$ cat config.mk
export PLATFORM = sky130hd
export DESIGN_NAME = cmp_capture_timer
export DESIGN_NICKNAME = d
export VERILOG_FILES = /design/src/rtl/cct_pkg.sv /design/src/rtl/cct_sync_edge.sv /design/src/rtl/cct_capture.sv /design/src/rtl/cct_irq_prio.sv /design/src/rtl/cmp_capture_timer.sv
export SDC_FILE = /design/constraint.sdc
export NUM_CORES = 1
export LEC_CHECK = 0
export ABC_AREA = 1
export BUFFER_PORTS_ARGS = -buffer_cell sky130_fd_sc_hd__buf_2
export CAP_MARGIN = 20
export CORE_MARGIN = 5
export CORE_UTILIZATION = 25
export CTS_CLUSTER_DIAMETER = 120
export DETAILED_ROUTE_END_ITERATION = 7
export PLACE_DENSITY = 0.52
export SLEW_MARGIN = 20
export SYNTH_ARGS = -nofsm -noshare
export SYNTH_HDL_FRONTEND = slang
export SYNTH_SLANG_ARGS = --single-unit
$ cat constraint.sdc
create_clock -name clk -period 1.6 [get_ports clk]
set_clock_uncertainty 0.05 [all_clocks]
set_input_delay 0 -clock clk [delete_from_list [all_inputs] [get_ports clk]]
set_output_delay 0 -clock clk [all_outputs]
set_load 0.01 [all_outputs]
$ cat src/rtl/cct_pkg.sv
package cct_pkg;
  localparam int ADDR_W = 2;

  typedef enum logic [ADDR_W-1:0] {
    A_CTRL = 2'd0,
    A_FLAG = 2'd1,
    A_CAPH = 2'd2,
    A_CAPL = 2'd3
  } reg_addr_e;

  // Packed MSB first: mode[6:5] en2[4] en1[3] aie[2] edge_rise[1] src_cmp[0]
  typedef struct packed {
    logic [1:0] mode;
    logic       en2;
    logic       en1;
    logic       aie;
    logic       edge_rise;
    logic       src_cmp;
  } ctrl_t;

  localparam int CTRL_W = $bits(ctrl_t);

  typedef enum logic [1:0] {
    IRQ_NONE = 2'd0,
    IRQ_CAP  = 2'd1,
    IRQ_ANA  = 2'd2
  } irq_id_e;
endpackage

$ cat src/rtl/cct_sync_edge.sv
module cct_sync_edge #(
  parameter int STAGES = 2
) (
  input  logic clk,
  input  logic rst,
  input  logic din,
  input  logic pol,   // 1: report rising edges, 0: falling edges
  output logic hit
);
  localparam int MSB = STAGES - 1;

  logic [MSB:0] sh;
  logic         prev;

  always_ff @(posedge clk) begin
    if (rst) begin
      sh   <= '0;
      prev <= 1'b0;
    end else begin
      sh   <= {sh[MSB-1:0], din};
      prev <= sh[MSB];
    end
  end

  assign hit = pol ? (sh[MSB] & ~prev) : (~sh[MSB] & prev);

  initial begin
    assert (STAGES >= 2) else $error("synchroniser needs at least two stages");
  end
endmodule

$ cat src/rtl/cct_capture.sv
module cct_capture #(
  parameter int CNT_W  = 16,
  parameter int DATA_W = 8
) (
  input  logic              clk,
  input  logic              rst,
  input  logic              cap_stb,
  input  logic              rd_hi,
  output logic [CNT_W-1:0]  cap_q,
  output logic [DATA_W-1:0] lo_q
);
  logic [CNT_W-1:0] cnt;

  always_ff @(posedge clk) begin
    if (rst) begin
      cnt   <= '0;
      cap_q <= '0;
      lo_q  <= '0;
    end else begin
      cnt <= cnt + 1'b1;
      if (cap_stb) cap_q <= cnt;
      if (rd_hi)   lo_q  <= cap_q[DATA_W-1:0];
    end
  end

  // without a capture strobe the held value does not move
  p_capture_hold_r10: assert property (@(posedge clk) disable iff (rst)
    !cap_stb |=> $stable(cap_q));

  // low-byte latch changes only on a high-byte read
  p_lo_latch_r9: assert property (@(posedge clk) disable iff (rst)
    !rd_hi |=> $stable(lo_q));

  initial begin
    assert (CNT_W == 2 * DATA_W) else $error("capture must be two data bytes");
  end
endmodule

$ cat src/rtl/cct_irq_prio.sv
module cct_irq_prio
  import cct_pkg::*;
(
  input  logic       clk,
  input  logic       rst,
  input  logic       cap_req,
  input  logic       ana_req,
  output logic       irq_cap,
  output logic       irq_ana,
  output logic [1:0] irq_id
);
  always_ff @(posedge clk) begin
    if (rst) begin
      irq_cap <= 1'b0;
      irq_ana <= 1'b0;
      irq_id  <= IRQ_NONE;
    end else begin
      irq_cap <= cap_req;
      irq_ana <= ana_req;
      if (cap_req)      irq_id <= IRQ_CAP;
      else if (ana_req) irq_id <= IRQ_ANA;
      else              irq_id <= IRQ_NONE;
    end
  end

  // the analog id is only reported when capture is idle
  p_prio_order_r8: assert property (@(posedge clk) disable iff (rst)
    (irq_id == IRQ_ANA) |-> (irq_ana && !irq_cap));

  p_cap_wins_r8: assert property (@(posedge clk) disable iff (rst)
    irq_cap |-> (irq_id == IRQ_CAP));
endmodule

$ cat src/rtl/cmp_capture_timer.sv
module cmp_capture_timer
  import cct_pkg::*;
#(
  parameter int CNT_W       = 16,
  parameter int DATA_W      = 8,
  parameter int SYNC_STAGES = 2,
  parameter int NUM_CMP     = 2
) (
  input  logic              clk,
  input  logic              rst,
  input  logic              wr_en,
  input  logic              rd_en,
  input  logic [1:0]        addr,
  input  logic [DATA_W-1:0] wdata,
  output logic [DATA_W-1:0] rdata,
  input  logic              cap_pin,
  input  logic              cmp1_out,
  input  logic              cmp2_out,
  output logic              irq_cap,
  output logic              irq_ana,
  output logic [1:0]        irq_id
);
  localparam int CAPF_BIT = NUM_CMP;

  ctrl_t               ctrl;
  ctrl_t               ctrl_wr;
  logic [NUM_CMP-1:0]  cmp_in;
  logic [NUM_CMP-1:0]  cmp_rise;
  logic [NUM_CMP-1:0]  cmp_en;
  logic [NUM_CMP-1:0]  cmp_set;
  logic [NUM_CMP-1:0]  cmp_clr;
  logic [NUM_CMP-1:0]  cmp_flag;
  logic                cap_flag;
  logic                pin_hit;
  logic                cap_trig;
  logic                wr_ctrl, wr_flag, rd_hi;
  logic [CNT_W-1:0]    cap_q;
  logic [DATA_W-1:0]   lo_q;
  logic [DATA_W-1:0]   rdata_d;
  logic                unused_wbits;

  assign cmp_in  = {cmp2_out, cmp1_out};
  assign cmp_en  = {ctrl.en2, ctrl.en1};
  assign wr_ctrl = wr_en && (addr == A_CTRL);
  assign wr_flag = wr_en && (addr == A_FLAG);
  assign rd_hi   = rd_en && (addr == A_CAPH);
  assign unused_wbits = ^wdata[DATA_W-1:CTRL_W];

  // Comparator input re-timing and flag latches
  for (genvar i = 0; i < NUM_CMP; i++) begin : g_cmp
    cct_sync_edge #(.STAGES(SYNC_STAGES)) u_sync (
      .clk (clk),
      .rst (rst),
      .din (cmp_in[i]),
      .pol (1'b1),
      .hit (cmp_rise[i])
    );

    assign cmp_set[i] = cmp_rise[i] & cmp_en[i];
    assign cmp_clr[i] = wr_flag & wdata[i];

    always_ff @(posedge clk) begin
      if (rst)             cmp_flag[i] <= 1'b0;
      else if (cmp_set[i]) cmp_flag[i] <= 1'b1;
      else if (cmp_clr[i]) cmp_flag[i] <= 1'b0;
    end

    // a flag can only rise while its comparator was enabled
    p_flag_needs_en_r5: assert property (@(posedge clk) disable iff (rst)
      $rose(cmp_flag[i]) |-> $past(cmp_en[i]));
  end

  // Capture pin re-timing; edge polarity chosen by control
  cct_sync_edge #(.STAGES(SYNC_STAGES)) u_pin_sync (
    .clk (clk),
    .rst (rst),
    .din (cap_pin),
    .pol (ctrl.edge_rise),
    .hit (pin_hit)
  );

  // Capture source: comparator 2 flag going high, or pin edge
  always_comb begin
    if (ctrl.src_cmp)
      cap_trig = cmp_set[1] & ~cmp_flag[1] & ctrl.edge_rise;
    else
      cap_trig = pin_hit;
  end

  always_ff @(posedge clk) begin
    if (rst)                              cap_flag <= 1'b0;
    else if (cap_trig)                    cap_flag <= 1'b1;
    else if (wr_flag && wdata[CAPF_BIT])  cap_flag <= 1'b0;
  end

  // Control register; conversion modes 2 and 3 force the comparator source
  always_comb begin
    ctrl_wr = ctrl_t'(wdata[CTRL_W-1:0]);
    if (ctrl_wr.mode[1]) ctrl_wr.src_cmp = 1'b1;
  end

  always_ff @(posedge clk) begin
    if (rst)          ctrl <= '0;
    else if (wr_ctrl) ctrl <= ctrl_wr;
  end

  cct_capture #(.CNT_W(CNT_W), .DATA_W(DATA_W)) u_capture (
    .clk     (clk),
    .rst     (rst),
    .cap_stb (cap_trig),
    .rd_hi   (rd_hi),
    .cap_q   (cap_q),
    .lo_q    (lo_q)
  );

  cct_irq_prio u_irq (
    .clk     (clk),
    .rst     (rst),
    .cap_req (cap_flag),
    .ana_req (ctrl.aie & (|cmp_flag)),
    .irq_cap (irq_cap),
    .irq_ana (irq_ana),
    .irq_id  (irq_id)
  );

  // Registered read port
  always_comb begin
    rdata_d = '0;
    case (addr)
      A_CTRL: rdata_d[CTRL_W-1:0] = ctrl;
      A_FLAG: rdata_d[CAPF_BIT:0] = {cap_flag, cmp_flag};
      A_CAPH: rdata_d = cap_q[CNT_W-1 -: DATA_W];
      default: rdata_d = lo_q;
    endcase
  end

  always_ff @(posedge clk) begin
    if (rst)        rdata <= '0;
    else if (rd_en) rdata <= rdata_d;
  end

  // comparator source is always set in conversion modes 2 and 3
  p_mode_forces_src_r4: assert property (@(posedge clk) disable iff (rst)
    ctrl.mode[1] |-> ctrl.src_cmp);

  // a comparator capture needs rising-edge select
  p_cmp_cap_edge_r3: assert property (@(posedge clk) disable iff (rst)
    (cap_trig && ctrl.src_cmp) |-> ctrl.edge_rise);

  // analog request follows enable and flags one cycle later
  p_ana_irq_r7: assert property (@(posedge clk) disable iff (rst)
    (ctrl.aie && (|cmp_flag)) |=> irq_ana);

  // a capture event always leaves the capture flag set
  p_set_wins_r6: assert property (@(posedge clk) disable iff (rst)
    cap_trig |=> cap_flag);

  initial begin
    assert (NUM_CMP == 2) else $error("two comparators expected");
  end
endmodule

==> run_results.csv <==
group,metric,value,unit
global_route,antenna_found_initial,0,
final_layout,finalNonFillerCells,588,
worst_setup_path,slowest_stage,"dfxtp_1",
placement,port-buffer-count,27,
final_layout,final_cell_area,3610,um^2
synth,async_reset_ff_share,0,%
synth,netlist_top_cells_area,"dfxtp_1 48%, nand2_1 8.6%, inv_1 7.7%, nor2_1 7.6%, a21oi_1 7.5%",
placement,dpl.hpwl,4.57,mm
worst_setup_path,startpoint,"u_capture.cnt[0]",
routing,wl_per_cell,11.0,um
synth,synth_commonest_cells,"70 x dfxtp_1, 67 x nand2_1, 60 x inv_1",
synth,synth_top_area_share,47.9,%
timing,slew_viol_final,0,
die,core_area,11500,um^2
routing,ant_nets,0,
final_layout,antenna_cells,0,
final_layout,nFillCells,1226,
routing,drt_iter0_drc,131,
global_route,grt_max_degree,42,
final_layout,layout.nets,459,
timing,rsz0062_at_grt,"false",
job,cap_violations,0,
synth,synth.most_common_cell,"dfxtp_1",
worst_setup_path,worstPathRequired,1760,ps
timing,whs,14.9,ps
placement,placed_cell_area,3200,um^2
synth,synth-edff-count,0,
pwr,switching_share,21.5,%
routing,routed_wl,6.49,mm
pwr,clkPwrFrac,48.1,%
synth,avgSynthCellArea,7.21,um^2
placement,pre_cts_ws,206,ps
clocking,cts.sinks,70,
clocking,path_clk_slew,50,ps
final_layout,final-seq-area,1400,um^2
worst_setup_path,r2r-start,"u_capture.cnt[0]",
global_route,grt_pass1_wl,11.2,mm
die,start_util,25.5,%
pwr,power_leakage,1.57,nW
clocking,post-cts-setup-buffer-count,0,
final_layout,syn_to_final_growth,23.2,%
worst_setup_path,critPathKind,"flip-flop to flip-flop",
pwr,power_density,1170,nW/um^2
placement,globalplace.congestion,0.791,
worst_setup_path,crit_path_max_incr_delay,370,ps
routing,post-route-drc-count,0,
timing,timing.setup.tns,0,ps
synth,synth_area,2930,um^2
die,num_rows,39,
worst_setup_path,worst-path-buf-inv,0,
clocking,numCtsBuffers,9,
timing,period_needed,1400,ps
final_layout,multi_input_area,1200,um^2
worst_setup_path,arrival,1560,ps
min_path,min-delay-start,"rd_en",
worst_setup_path,start_kind,"flip-flop",
die,die_w,118,um
final_layout,drive_above_1_share,12.1,%
worst_setup_path,cp_top_family,"simple AND/OR/NAND/NOR gates",
pwr,p_total,4.22,mW
synth,synth_top_area_cell,"dfxtp_1",
final_layout,utilization,31.4,%
timing,fmax,715,MHz
timing,fin_crit_sh,87.4,%
clocking,htree_levels,3,
global_route,grt_pass1_vias,2375,
worst_setup_path,worstPathMaxFanout,7,
synth,synth_seq_cells,70,
synth,syn_nets,424,
timing,tightest_slew,385,ps
routing,via_per_inst,4.30,
die,die_h,118,um
timing,setup_viol_count_final,0,
global_route,grt_overflow,0,
placement,dp_cells,563,
clocking,cts_tree,"yes",
run_status,status,"finished clean",
min_path,hold_class,"primary input to flip-flop",
timing,relSlewSlack,74.1,%
timing,setup_slack,202,ps
routing,first_pass_iters,5,
pwr,internal_power,3.31,mW
synth,synth_ff_type,"dfxtp_1",
pwr,irDropWorstVdd,0.551,mV
timing,finalHoldViolations,0,
clocking,clockBufferDepth,2,
pwr,seqPwrFrac,44.2,%
routing,vias,2531,
synth,synth_cells,406,
die,io-pin-count,29,
global_route,grt_util_all_layers,9.70,%
synth,yosysWarnings,0,
clocking,cts_root_buffer,"clkbuf_16",
clocking,clk_latency,320,ps
worst_setup_path,crit_chain,"ha_1 > nand2_1 > nor2_2 > nand3_1 > o21ai_0 > nor2_1",
worst_setup_path,worst_setup_path_end_kind,"flip-flop",
pwr,p_comb_share,7.6,%
synth,synth-seq-area-share,47.9,%
synth,synth_cell_types,32,
die,die_area,14000,um^2
pwr,power.switching,907,uW
per-layer routing:
layer	GRT usage (%)	part of all wire, %
met2	14.2	43
met5	0	0
met4	4.01	2.6
met1	12.9	50
met3	3.49	4.1
flip-flops by register name, indices dropped and copies added (netlist names), 2 cells and up:
register / cells
rdata: 8
g_cmp.u_sync.prev: 2
u_capture.cap_q: 16
cmp_en: 2
u_capture.lo_q: 8
u_pin_sync.sh: 2
u_capture.cnt: 16
g_cmp.u_sync.sh: 4
cmp_flag: 2
ctrl: 5
cells in the final DEF (no fill, tap or decap), drive strengths merged, types with 10 or more instances in the layout:
master	instances
nand3	32
clkbuf	11
inv	62
a21oi	44
dlygate4sd3	10
dfxtp	70
o21ai	32
buf	31
nand2	69
nor2	63
final timing paths:
path                                          end  slack [ps]  cells past startpoint
worst max-delay path            u_capture.cnt[14]         200                      6
worst min register to register   u_pin_sync.sh[1]         350                      2
worst max register to register  u_capture.cnt[14]         200                      6
worst min-delay path                     rdata[1]          10                      2
layout make-up:
cell class / instances / share of cell area [%]
Timing Repair Buffer: 41 / 8.05
Clock buffer: 11 / 6.45
Multi-Input combinational cell: 257 / 33.2
Sequential cell: 70 / 38.9
Inverter: 62 / 6.45
Tap cell: 143 / 4.96
Clock inverter: 4 / 2.01
what timing repair did:
action | CTS | global route
gates resized for setup | 0 | 0
endpoints found under the hold margin | 13 | 0
hold buffers | 10 | 0
kinds of logic after synthesis:
group | count (synthesis) | share of synthesized area, %
AND/OR/NAND/NOR | 170 | 24.8
AO/OA/AOI/OAI | 84 | 15.1
buffers and inverters | 79 | 11.2
flip-flops | 70 | 47.9
XOR/XNOR | 2 | 0.599
adder cells (fa/ha/maj) | 1 | 0.427
power by group through the flow:
| stage | logic, mW | registers (mW) | clock network, mW |
|---|---|---|---|
| floorplan | 0.212 | 1.90 | 0 |
| CTS | 0.326 | 1.86 | 2.09 |
| global placement | 0.303 | 1.90 | 0 |
| finish | 0.322 | 1.86 | 2.03 |
| detailed placement | 0.306 | 1.90 | 0 |
| global route | 0.372 | 1.87 | 2.19 |
(Power assumes the default switching activity.)
